--- src/rtl/nsd_pkg.sv ---
`timescale 1ns/1ps
package nsd_pkg;
  typedef enum logic [1:0] {
    ST_IDLE = 2'd0,
    ST_NORM = 2'd1,
    ST_QUOT = 2'd2
  } nsd_state_e;
endpackage

--- src/rtl/nsd_trial_sub.sv ---
`timescale 1ns/1ps
module nsd_trial_sub #(
  parameter int W = 25
) (
  input  logic [W-1:0] minuend,
  input  logic [W-1:0] subtrahend,
  output logic [W-1:0] diff,
  output logic         borrow
);
  always_comb begin
    {borrow, diff} = {1'b0, minuend} - {1'b0, subtrahend};
  end
endmodule

--- src/rtl/nsd_step_counter.sv ---
`timescale 1ns/1ps
module nsd_step_counter #(
  parameter int CW = 5
) (
  input  logic          clk,
  input  logic          rst_n,
  input  logic          clr,
  input  logic          inc,
  input  logic          dec,
  output logic [CW-1:0] cnt,
  output logic          last
);
  logic [CW-1:0] cnt_q, cnt_d;
  logic          cnt_en;

  always_comb begin
    cnt_en = clr | inc | dec;
    cnt_d  = cnt_q;
    if (clr)      cnt_d = '0;
    else if (inc) cnt_d = cnt_q + 1'b1;
    else if (dec) cnt_d = cnt_q - 1'b1;
  end

  always_ff @(posedge clk or negedge rst_n) begin
    if (!rst_n)      cnt_q <= '0;
    else if (cnt_en) cnt_q <= cnt_d;
  end

  assign cnt  = cnt_q;
  assign last = (cnt_q == CW'(1));

  // a decrement never starts from zero
  assert_no_underflow_R2: assert property (@(posedge clk) disable iff (!rst_n)
    dec |-> (cnt_q != '0));
endmodule

--- src/rtl/nsd_divider.sv ---
`timescale 1ns/1ps
module nsd_divider #(
  parameter int DVD_W = 24,
  parameter int DVS_W = 16,
  parameter int QUO_W = 16
) (
  input  logic             clk,
  input  logic             rst_n,
  input  logic             start,
  input  logic [DVD_W-1:0] dividend,
  input  logic [DVS_W-1:0] divisor,
  output logic             busy,
  output logic             done,
  output logic             div_err,
  output logic [QUO_W-1:0] quotient,
  output logic [DVS_W-1:0] remainder
);
  import nsd_pkg::*;

  localparam int AW = DVD_W + 1;
  localparam int CW = $clog2(DVD_W + 2);

  nsd_state_e       state_q, state_d;
  logic [AW-1:0]    rem_q, rem_d;
  logic [AW-1:0]    dvs_q, dvs_d;
  logic [AW-1:0]    sav_q, sav_d;
  logic [QUO_W-1:0] qsh_q, qsh_d;
  logic [QUO_W-1:0] quo_q, quo_d;
  logic [DVS_W-1:0] rout_q, rout_d;
  logic             done_q, done_d;
  logic             err_q, err_d;
  logic             work_en, res_en, err_en;
  logic             cnt_clr, cnt_inc, cnt_dec;
  logic [CW-1:0]    cnt;
  logic             cnt_last;
  logic [AW-1:0]    diff;
  logic             borrow;
  logic             accept, dvs_zero;

  nsd_trial_sub #(.W(AW)) u_sub (
    .minuend(rem_q), .subtrahend(dvs_q), .diff(diff), .borrow(borrow)
  );

  nsd_step_counter #(.CW(CW)) u_cnt (
    .clk(clk), .rst_n(rst_n), .clr(cnt_clr), .inc(cnt_inc), .dec(cnt_dec),
    .cnt(cnt), .last(cnt_last)
  );

  assign accept   = start && (state_q == ST_IDLE) && !done_q;
  assign dvs_zero = (divisor == '0);

  always_comb begin
    state_d = state_q;
    rem_d   = rem_q;
    dvs_d   = dvs_q;
    sav_d   = sav_q;
    qsh_d   = qsh_q;
    quo_d   = quo_q;
    rout_d  = rout_q;
    err_d   = err_q;
    done_d  = 1'b0;
    work_en = 1'b0;
    res_en  = 1'b0;
    err_en  = 1'b0;
    cnt_clr = 1'b0;
    cnt_inc = 1'b0;
    cnt_dec = 1'b0;
    unique case (state_q)
      ST_IDLE: begin
        if (accept) begin
          err_en = 1'b1;
          err_d  = dvs_zero;
          if (dvs_zero) begin
            done_d = 1'b1;
            res_en = 1'b1;
            quo_d  = '1;
            rout_d = '0;
          end else begin
            work_en = 1'b1;
            cnt_clr = 1'b1;
            state_d = ST_NORM;
            rem_d   = {1'b0, dividend};
            sav_d   = {1'b0, dividend};
            dvs_d   = {{(AW-DVS_W){1'b0}}, divisor};
            qsh_d   = '0;
          end
        end
      end
      ST_NORM: begin
        work_en = 1'b1;
        cnt_inc = 1'b1;
        if (borrow) begin
          state_d = ST_QUOT;
          rem_d   = sav_q;
        end else begin
          rem_d = diff;
          dvs_d = dvs_q << 1;
        end
      end
      ST_QUOT: begin
        work_en = 1'b1;
        cnt_dec = 1'b1;
        if (!borrow) rem_d = diff;
        qsh_d = {qsh_q[QUO_W-2:0], !borrow};
        if (cnt_last) begin
          state_d = ST_IDLE;
          done_d  = 1'b1;
          res_en  = 1'b1;
          quo_d   = qsh_d;
          rout_d  = rem_d[DVS_W-1:0];
        end else begin
          dvs_d = dvs_q >> 1;
        end
      end
      default: state_d = ST_IDLE;
    endcase
  end

  always_ff @(posedge clk or negedge rst_n) begin
    if (!rst_n) begin
      state_q <= ST_IDLE;
      done_q  <= 1'b0;
    end else begin
      state_q <= state_d;
      done_q  <= done_d;
    end
  end

  always_ff @(posedge clk or negedge rst_n) begin
    if (!rst_n) begin
      rem_q <= '0;
      dvs_q <= '0;
      sav_q <= '0;
      qsh_q <= '0;
    end else if (work_en) begin
      rem_q <= rem_d;
      dvs_q <= dvs_d;
      sav_q <= sav_d;
      qsh_q <= qsh_d;
    end
  end

  always_ff @(posedge clk or negedge rst_n) begin
    if (!rst_n) begin
      quo_q  <= '0;
      rout_q <= '0;
    end else if (res_en) begin
      quo_q  <= quo_d;
      rout_q <= rout_d;
    end
  end

  always_ff @(posedge clk or negedge rst_n) begin
    if (!rst_n)      err_q <= 1'b0;
    else if (err_en) err_q <= err_d;
  end

  assign busy      = (state_q != ST_IDLE);
  assign done      = done_q;
  assign div_err   = err_q;
  assign quotient  = quo_q;
  assign remainder = rout_q;

  // completion pulse lasts one cycle
  assert_done_pulse_R7: assert property (@(posedge clk) disable iff (!rst_n)
    done |=> !done);
  // never busy while signalling completion
  assert_busy_done_excl_R7: assert property (@(posedge clk) disable iff (!rst_n)
    !(busy && done));
  // zero divisor reports next cycle with all-ones quotient
  assert_zero_div_R4: assert property (@(posedge clk) disable iff (!rst_n)
    (start && !busy && !done && divisor == '0) |=> (done && div_err && quotient == '1 && !busy));
  // results only move on a completion
  assert_hold_R9: assert property (@(posedge clk) disable iff (!rst_n)
    !done |-> ($stable(quotient) && $stable(remainder)));
  // remainder is below the divisor on a good completion
  assert_rem_bound_R1: assert property (@(posedge clk) disable iff (!rst_n)
    (done && !div_err) |-> ({{(AW-DVS_W){1'b0}}, remainder} < dvs_q));
  // saved operand untouched by start pulses during a run
  assert_ignore_start_R6: assert property (@(posedge clk) disable iff (!rst_n)
    busy |=> $stable(sav_q));
  // scaling pass never runs past the dividend width
  assert_norm_bound_R2: assert property (@(posedge clk) disable iff (!rst_n)
    (state_q == ST_NORM) |-> (cnt <= CW'(DVD_W)));
endmodule

--- config.mk ---
export PLATFORM = sky130hd
export DESIGN_NAME = nsd_divider
export DESIGN_NICKNAME = d
export VERILOG_FILES = /design/src/rtl/nsd_pkg.sv /design/src/rtl/nsd_trial_sub.sv /design/src/rtl/nsd_step_counter.sv /design/src/rtl/nsd_divider.sv
export SDC_FILE = /design/constraint.sdc
export NUM_CORES = 1
export LEC_CHECK = 0
export ABC_AREA = 1
export CAP_MARGIN = 20
export CORE_MARGIN = 2
export CORE_UTILIZATION = 55
export CTS_BUF_LIST = sky130_fd_sc_hd__clkbuf_2 sky130_fd_sc_hd__clkbuf_4 sky130_fd_sc_hd__clkbuf_8
export DETAILED_ROUTE_END_ITERATION = 10
export PLACE_DENSITY = 0.77
export SLEW_MARGIN = 20
export SYNTH_ARGS = -nofsm -noshare
export SYNTH_HDL_FRONTEND = slang
export SYNTH_SLANG_ARGS = --single-unit
--- constraint.sdc ---
create_clock -name clk -period 2.6 [get_ports clk]
set_clock_uncertainty 0.1 [all_clocks]
set_input_delay 0.52 -clock clk [delete_from_list [all_inputs] [get_ports clk]]
set_output_delay 0.52 -clock clk [all_outputs]
set_load 0.01 [all_outputs]
# [Word-level counts from Yosys, hierarchy flattened]
# Index checks and enable logic that the tools add are counted.
[classes] n_mul=0 addsub=3 magnitude_cmp=0 n_eq_ne=11 n_div=0 muxes=41 n_shift=0 bitwise_logic=3 n_reduce_logical=20
[ops] op="$mux W25" n=8
[ops] op="$pmux W25 S3" n=2
[ops] op="$mux W16" n=6
[ops] op="$pmux W16 S2" n=2
[ops] op="$mux W15" n=2
[ops] op="$pmux W15 S2" n=1
[ops] op="$sub A25 B25 Y26" n=1
[ops] op="$logic_not A16 Y1" n=1
[ops] op="$ne A2 B2 Y1 const B" n=8
[ops] op="$reduce_and A4 Y1" n=4
[ops] op="$mux W5" n=3
[ops] op="$mux W1" n=10
[ops] op="$reduce_and A5 Y1" n=2
[ops] op="$mux W2" n=4
[ops] op="$pmux W2 S3" n=1
[ops] op="$reduce_and A6 Y1" n=1
[ops] op="$reduce_bool A3 Y1" n=2
[ops] op="$add A5 B1 Y5 const B" n=1
[ops] op="$eq A5 B1 Y1 const B" n=1
[ops] op="$sub A5 B1 Y5 const B" n=1
[ops] op="$pmux W1 S2" n=2
[ops] op="$reduce_bool A2 Y1" n=2
[ops] op="$reduce_and A3 Y1" n=1
[ops] op="$eq A2 B1 Y1 const B" n=1
[ops] op="8 further kinds" n=11
[word_totals] latch_bits=0 ramBits=0 output_inout_bits=35 mem_count=0 inputBits=43 register_bits=130 rom_bits=0 wordCells=89

# [Logic depth before layout (Yosys ltp)]
# Gate-level depths: netlist of run 1.
[logic_depth] depth_word=8 mapped_depth=17 ltp_nobuf=16

# [Cells and area by module]
# A second synthesis of run 1 with hierarchy kept.
[unflattened] cells_unflattened=1297 area_unflattened_um2=8886.0
[modules_own_cells] module="nsd_divider" instances=1 cells_per_inst=830 area_each_um2=6530.0
[modules_own_cells] module="nsd_trial_sub" instances=1 cells_per_inst=418 area_each_um2=2019.4
[modules_own_cells] module="nsd_step_counter" instances=1 cells_per_inst=49 area_each_um2=336.6

# [Least setup slack after synthesis of run 1]
# Ideal clock, no wire load.
[synth_path] kind="reg2reg" start="reg dvs_q[3]" end="reg dvs_q[19]" path_buffers=1 t_arrival_ns=1.923 setup_slack_ns=0.458 stages_incl_launch_ff=18 t_required_ns=2.381 path_cell_list="dfrtp_1 -> inv_1 -> ha_1 -> nand2_1 -> inv_1 -> nand2_1 -> nand2_1 -> nand2_1 -> nand3_2 -> nand2_4 -> nand3_4 -> inv_4 -> nand2_4 -> nand2_4 -> inv_8 -> buf_8 -> nand2_1 -> o21ai_2"
[synth_via] elab_chain_len=3
[synth_rtl] element="from (decl)" line="nsd_divider.sv:25" rtl="logic [AW-1:0] dvs_q, dvs_d;"
[synth_rtl] element="from (signal assigned)" line="nsd_divider.sv:137" rtl="dvs_q <= dvs_d;"
[synth_rtl] element="$sub A25 B25 Y26" line="nsd_trial_sub.sv:11" rtl="{borrow, diff} = {1'b0, minuend} - {1'b0, subtrahend};"
[synth_rtl] element="$ne A2 B2 Y1 (no line)"
[synth_rtl] element="$reduce_and A6 Y1 (no line)"
# No other way between the ends.
# A chain may end at the register's enable or synchronous reset.

# [Worst setup path in the final report of run 1]
[layout_path] start="reg state_q[1]" end="out busy"
[layout_via] elab_chain_len=1
[layout_rtl] element="from (decl)" line="nsd_divider.sv:23" rtl="nsd_state_e state_q, state_d;"
[layout_rtl] element="from (signal assigned)" line="nsd_divider.sv:124" rtl="state_q <= state_d;"
[layout_rtl] element="$reduce_bool A2 Y1" line="nsd_divider.sv:158" rtl="assign busy = (state_q != ST_IDLE);"
[layout_rtl] element="to (decl)" line="nsd_divider.sv:12" rtl="output logic busy,"
# No other way between the ends.

==> results of run 1 <==
==> cells in the final DEF (no fill, tap or decap), types with 4 or more instances in the layout <==
master and instances:
a21oi_1 90, a31oi_1 8, buf_12 9, buf_4 32, clkbuf_8 17, clkdlybuf4s50_1 76, clkinvlp_4 4, dfrtp_1 130
ha_1 27, inv_1 182, inv_2 9, nand2_1 376, nand2_2 5, nand3_1 86, nand4_1 10, nor2_1 119
nor2_2 4, o21ai_0 44, o21ai_1 15, o21ai_2 22, o221ai_1 14, o22ai_1 10, o31ai_1 8, xnor2_1 6
==> power by group <==
group / switching, mW / internal [mW]
combinational: 6.88 / 3.80
sequential: 0.498 / 2.79
clock: 0.858 / 0.969
total: 8.24 / 7.56
==> cell type report <==
cell class	instances	area (µm²)	area share (%)
clock inverters	12	158.9	1.560
clock buffers	19	249.0	2.445
multi-input cells	872	4349	42.71
repair buffers	118	1191	11.70
inverters	194	747.0	7.335
flip-flops and latches	130	3253	31.95
well taps	188	235.2	2.310
==> per-layer routing <==
metal,wire [µm],share of wire [%],vias to the layer above,GRT usage (%)
met5,0,0,-,0
li1,-,-,4131,-
met3,1379,5.9,58,5.073
met4,977,4.1,0,14.90
met2,10740,46,294,46.18
met1,10460,44,3800,39.95
==> path summary, 6_finish.rpt <==
path                                    start             to  depth (start not counted)
min in group asynchronous               rst_n       sav_q[9]                          2
worst min-delay path            remainder[14]  remainder[14]                          2
worst min register to register  remainder[14]  remainder[14]                          2
worst max register to register      rem_q[15]     state_q[0]                         14
max in group asynchronous               rst_n      sav_q[16]                          3
worst max-delay path               state_q[1]           busy                          4
==> registers in the layout, summed over array words and instances (netlist names) <==
name and flops:
rem_q 25, done 1, div_err 1, sav_q 24, remainder 16, dvs_q 25
state_q 2, u_cnt.cnt 5, quotient 16, qsh_q 15
==> worst max-delay path: cells and delay by family, from the launching register on <==
family	cells	cell delay, ns
adders and majority gates	1	0.26
DFF	1	0.41
buffers and inverters	3	0.77
==> what timing repair did <==
item	CTS	global route
gates resized for setup	0	15
setup buffers	0	1
setup endpoints to repair	0	43
hold endpoints to repair	37	0
hold buffers	1	0
==> cell families after synthesis <==
family | Yosys count | synth area share, %
AND/OR/NAND/NOR | 615 | 29.71
buffers and inverters | 242 | 11.54
AO/OA/AOI/OAI | 216 | 14.91
flip-flops | 130 | 38.09
adder cells (fa/ha/maj) | 33 | 4.922
XOR/XNOR | 8 | 0.8204
==> through the flow <==
| stage | setup WS [ns] | power [mW] |
|---|---|---|
| 2_1_floorplan | 0.4579 | 10.61 |
| 4_1_cts | 0.04679 | 15.51 |
| 5_1_grt | 0.003893 | 17.17 |
| 6_report | 0.08318 | 15.80 |
| 3_5_place_dp | -0.03005 | 13.62 |
| 3_3_place_gp | 0.04522 | 13.42 |
==> flow_summary.json, run 1 <==
{
  "cp-end-kind": "output pin",
  "whs_ns": 0.3889,
  "drv_slew": 0,
  "grt-ovfl-total": 0,
  "drtAntennaViolNets": 0,
  "slew_headroom_pct": 61.64,
  "drt-wirelength-per-cell_um": 15.37,
  "period_minus_slack_ns": 2.517,
  "yosys_warnings": 0,
  "initial_core_util_pct": 56.18,
  "h-tree-depth": 4,
  "fin_crit_sh_pct": 96.80,
  "port_buffers": 77,
  "drcViolationCount": 0,
  "grt_pass1_vias": 7691,
  "synthTopCellsByArea": "dfrtp_1 38%, nand2_1 17%, inv_1 8.2%, a21oi_1 5.3%, nor2_1 5.2%",
  "synth.top_cell.area_share_pct": 38.09,
  "pin_count": 78,
  "crit_fanout": 6,
  "synth_top_area_cell": "dfrtp_1",
  "die_area_um2": 16540,
  "setup_violations": 0,
  "status": "completed",
  "fin_util_pct": 66.99,
  "syn_nets": 1320,
  "grt_max_degree": 49,
  "regToRegSetupSlack_ns": 0.13,
  "first_iter_violations": 731,
  "crit_chain": "inv_1 -> ha_1 -> inv_1 -> clkdlybuf4s50_1",
  "route.final.wire_length_um": 23560,
  "slowest_delay_ns": 0.55,
  "timing.fmax_ghz": 0.3973,
  "clkLatencyLatePin_ns": 0.46,
  "fin_nets": 1409,
  "diodes": 0,
  "critPathKind": "flop to output pin",
  "num-fill-cells": 1318,
  "cp.arrival_ns": 1.90,
  "worst_pin_slew_ns": 0.5755,
  "clock_path_buffers": 2,
  "die_height_um": 128.6,
  "dpl.hpwl_um": 17240,
  "hold_violations": 0,
  "finalSetupTns_ns": 0,
  "synth.avg_cell_area_um2": 6.866,
  "p_leak_nw": 5.159,
  "worst_path_max_delay_cell": "clkdlybuf4s50_1",
  "cts_made_buffers": 17,
  "std_cell_rows": 45,
  "finalWeightedCongestion": 0.9782,
  "dr.pass1.iters": 5,
  "design_area_um2": 10180,
  "synth_edf_count": 0,
  "synth_cell_type_count": 42,
  "worst_ep_required_time_ns": 1.98,
  "die_x_um": 128.6,
  "maxCapViolCount": 0,
  "grt_setup_unrepaired": "no",
  "netlist_area_um2": 8541,
  "grt_pass1_wl_um": 37940,
  "ys_ff_latch": 130,
  "seq_area_frac_synth_pct": 38.09,
  "routed_via_density": 5.403,
  "stdcell_count": 1533,
  "peakVddDrop_v": 0.001001,
  "root_buffer": "clkbuf_8",
  "synth_flop_cell": "dfrtp_1",
  "area_delta_synth_final_pct": 19.24,
  "yosysMostFrequentCell": "nand2_1",
  "place_inst": 1500,
  "clock_sinks": 130,
  "powerDensity_nw_per_um2": 1552,
  "drive_gt1_share_pct": 9.517,
  "synthArstFlopShare_pct": 100.0,
  "tritoncts": "done",
  "coreArea_um2": 15200,
  "synth_common_cells": "377 x nand2_1, 187 x inv_1, 130 x dfrtp_1, 119 x nor2_1, 90 x a21oi_1",
  "crit_top_cell": "inv_1",
  "grtUsageTotal_pct": 29.55,
  "antenna_found_initial": 0,
  "path_clk_slew_ns": 0.07,
  "hold_path_class": "flop to flop",
  "place_area_um2": 9702,
  "syn_inst": 1244,
  "vias": 8283,
  "cp-start-kind": "flop"
}
Power figures use the tool's default switching activity.
==> run 2, diff against run 1 <==
--- a/config.mk
+++ b/config.mk
@@ -11,7 +11,8 @@
 export CORE_UTILIZATION = 55
 export CTS_BUF_LIST = sky130_fd_sc_hd__clkbuf_2 sky130_fd_sc_hd__clkbuf_4 sky130_fd_sc_hd__clkbuf_8
 export DETAILED_ROUTE_END_ITERATION = 10
-export PLACE_DENSITY = 0.77
+export GPL_TIMING_DRIVEN = 1
+export PLACE_DENSITY = 0.88
 export SLEW_MARGIN = 20
 export SYNTH_ARGS = -nofsm -noshare
 export SYNTH_HDL_FRONTEND = slang
==> run 2 against run 1 <==
  * Maximum frequency increased by 2.4%
  * Critical path depth unchanged
  * Count of clock-buffer cells in the layout decreased by 1
  * Global-route usage increased by 0.19 points
  * Cell count decreased by 0.20%
  * Total power decreased by 1.0%
  * Combinational power about the same
  * Flip-flop and latch count unchanged
  * Via count increased by 2.2%
==> flow_summary.json, run 2 (synthesis results as in run 1) <==
{
  "reg_top3": "dvs_q x25, rem_q x25, sav_q x24",
  "finalWeightedCongestion": 0.9346,
  "clkLatencyLatePin_ns": 0.44,
  "drt-wirelength-per-cell_um": 15.47,
  "first_iter_violations": 805,
  "cp.arrival_ns": 1.84,
  "drcViolationCount": 0,
  "die_area_um2": 16540,
  "period_minus_slack_ns": 2.458,
  "fin_util_pct": 66.57,
  "place_inst": 1497,
  "whs_ns": 0.3777,
  "worst_pin_slew_ns": 0.5219,
  "drive_gt1_share_pct": 9.240,
  "die_height_um": 128.6,
  "layout_common_cells": "376 x nand2_1, 184 x inv_1, 130 x dfrtp_1, 118 x nor2_1, 90 x a21oi_1",
  "finalSetupTns_ns": 0,
  "slew_headroom_pct": 65.20,
  "diodes": 0,
  "grt_max_degree": 65,
  "powerDensity_nw_per_um2": 1545,
  "cts_setup_buffers": 0,
  "die_x_um": 128.6,
  "port_buffers": 77,
  "route.final.wire_length_um": 23670,
  "pin_count": 78,
  "grtUsageTotal_pct": 29.74,
  "root_buffer": "clkbuf_8",
  "hold_violations": 0,
  "cp-end-kind": "output pin",
  "cp-start-kind": "flop",
  "layout_commonest_cell": "nand2_1",
  "hold_path_class": "input port to asynchronous set/reset pin",
  "grt_setup_unrepaired": "no",
  "p_leak_nw": 5.131,
  "clock_sinks": 130,
  "crit_fanout": 6,
  "stdcell_count": 1530,
  "dpl.hpwl_um": 17650,
  "peakVddDrop_v": 0.0007993,
  "drtAntennaViolNets": 0,
  "timing.fmax_ghz": 0.4068,
  "num-fill-cells": 1285,
  "vias": 8467,
  "grt_pass1_vias": 7922,
  "coreArea_um2": 15200,
  "area_delta_synth_final_pct": 18.49,
  "tritoncts": "done",
  "setup_violations": 0,
  "worst_ep_required_time_ns": 1.98,
  "std_cell_rows": 45,
  "critPathKind": "flop to output pin",
  "clock_path_buffers": 2,
  "maxCapViolCount": 0,
  "path_clk_slew_ns": 0.08,
  "grt_pass1_wl_um": 38860,
  "dr.pass1.iters": 6,
  "fin_crit_sh_pct": 94.56,
  "routed_via_density": 5.534,
  "drv_slew": 0,
  "grt-ovfl-total": 0,
  "cts_made_buffers": 17,
  "fin_nets": 1405,
  "antenna_found_initial": 0,
  "initial_core_util_pct": 56.18,
  "status": "completed",
  "h-tree-depth": 4
}
run 2: cell count changes in the layout (fill, tap and decap cells not counted), sizes merged:
cell      change
buf           -4
clkinvlp      -1
clkinv        +2
clkbuf        -1
inv           +2
bufinv        -1
run 2: what timing repair did:
item | in CTS | in global routing
endpoints found under the hold margin | 14 | 0
setup endpoints to repair | 0 | 44
resized for setup | 0 | 14
hold buffers | 1 | 0
run 2: final cells by class:
class	count	area, µm²	share of cell area [%]
Tap cell	188	235.2	2.324
Clock buffer	18	241.5	2.386
Sequential cell	130	3253	32.15
Multi-Input combinational cell	872	4337	42.85
Clock inverter	14	155.1	1.533
Inverter	194	749.5	7.406
Timing Repair Buffer	114	1149	11.35
run 2: where the power goes:
part           internal (mW)  switching, mW  total (mW)
clock network          0.877          0.864        1.74
logic                   3.75           6.88        10.6
registers               2.79          0.473        3.27
total                   7.42           8.22        15.6
run 2: path summary, 6_finish.rpt:
path                              startpoint           end  slack [ns]  cells after the start
worst min register to register  remainder[8]  remainder[8]        0.39                      2
worst max-delay path              state_q[0]          busy        0.14                      4
min in group clk                remainder[8]  remainder[8]        0.39                      2
worst min-delay path                   rst_n      sav_q[6]        0.38                      2
max in group asynchronous              rst_n     sav_q[20]        1.39                      3
worst max register to register      dvs_q[6]      rem_q[7]        0.15                     14
run 2: critical path: stages, from the launching register on:
cell and delay (ns):
dfrtp_1 0.41, inv_1 0.08, ha_2 0.23, inv_1 0.12, clkdlybuf4s50_1 0.55
run 2: per-stage QoR:
| step | area, µm² | setup WS (ns) | total power [mW] |
|---|---|---|---|
| final | 10120 | 0.1415 | 15.64 |
| after global placement | 9667 | 0.08675 | 13.31 |
| after global routing | 10120 | 0.007420 | 17.05 |
| after detailed placement | 9667 | 0.03769 | 13.55 |
| after floorplan | 8541 | 0.4579 | 10.61 |
| after CTS | 10070 | 0.05558 | 15.35 |
run 2: per-layer routing:
layer  global-route usage, %  wire length (µm)
met1                   40.80             10080
met2                   47.50             10940
met3                   4.158              1759
met4                   13.04               891
met5                       0                 0
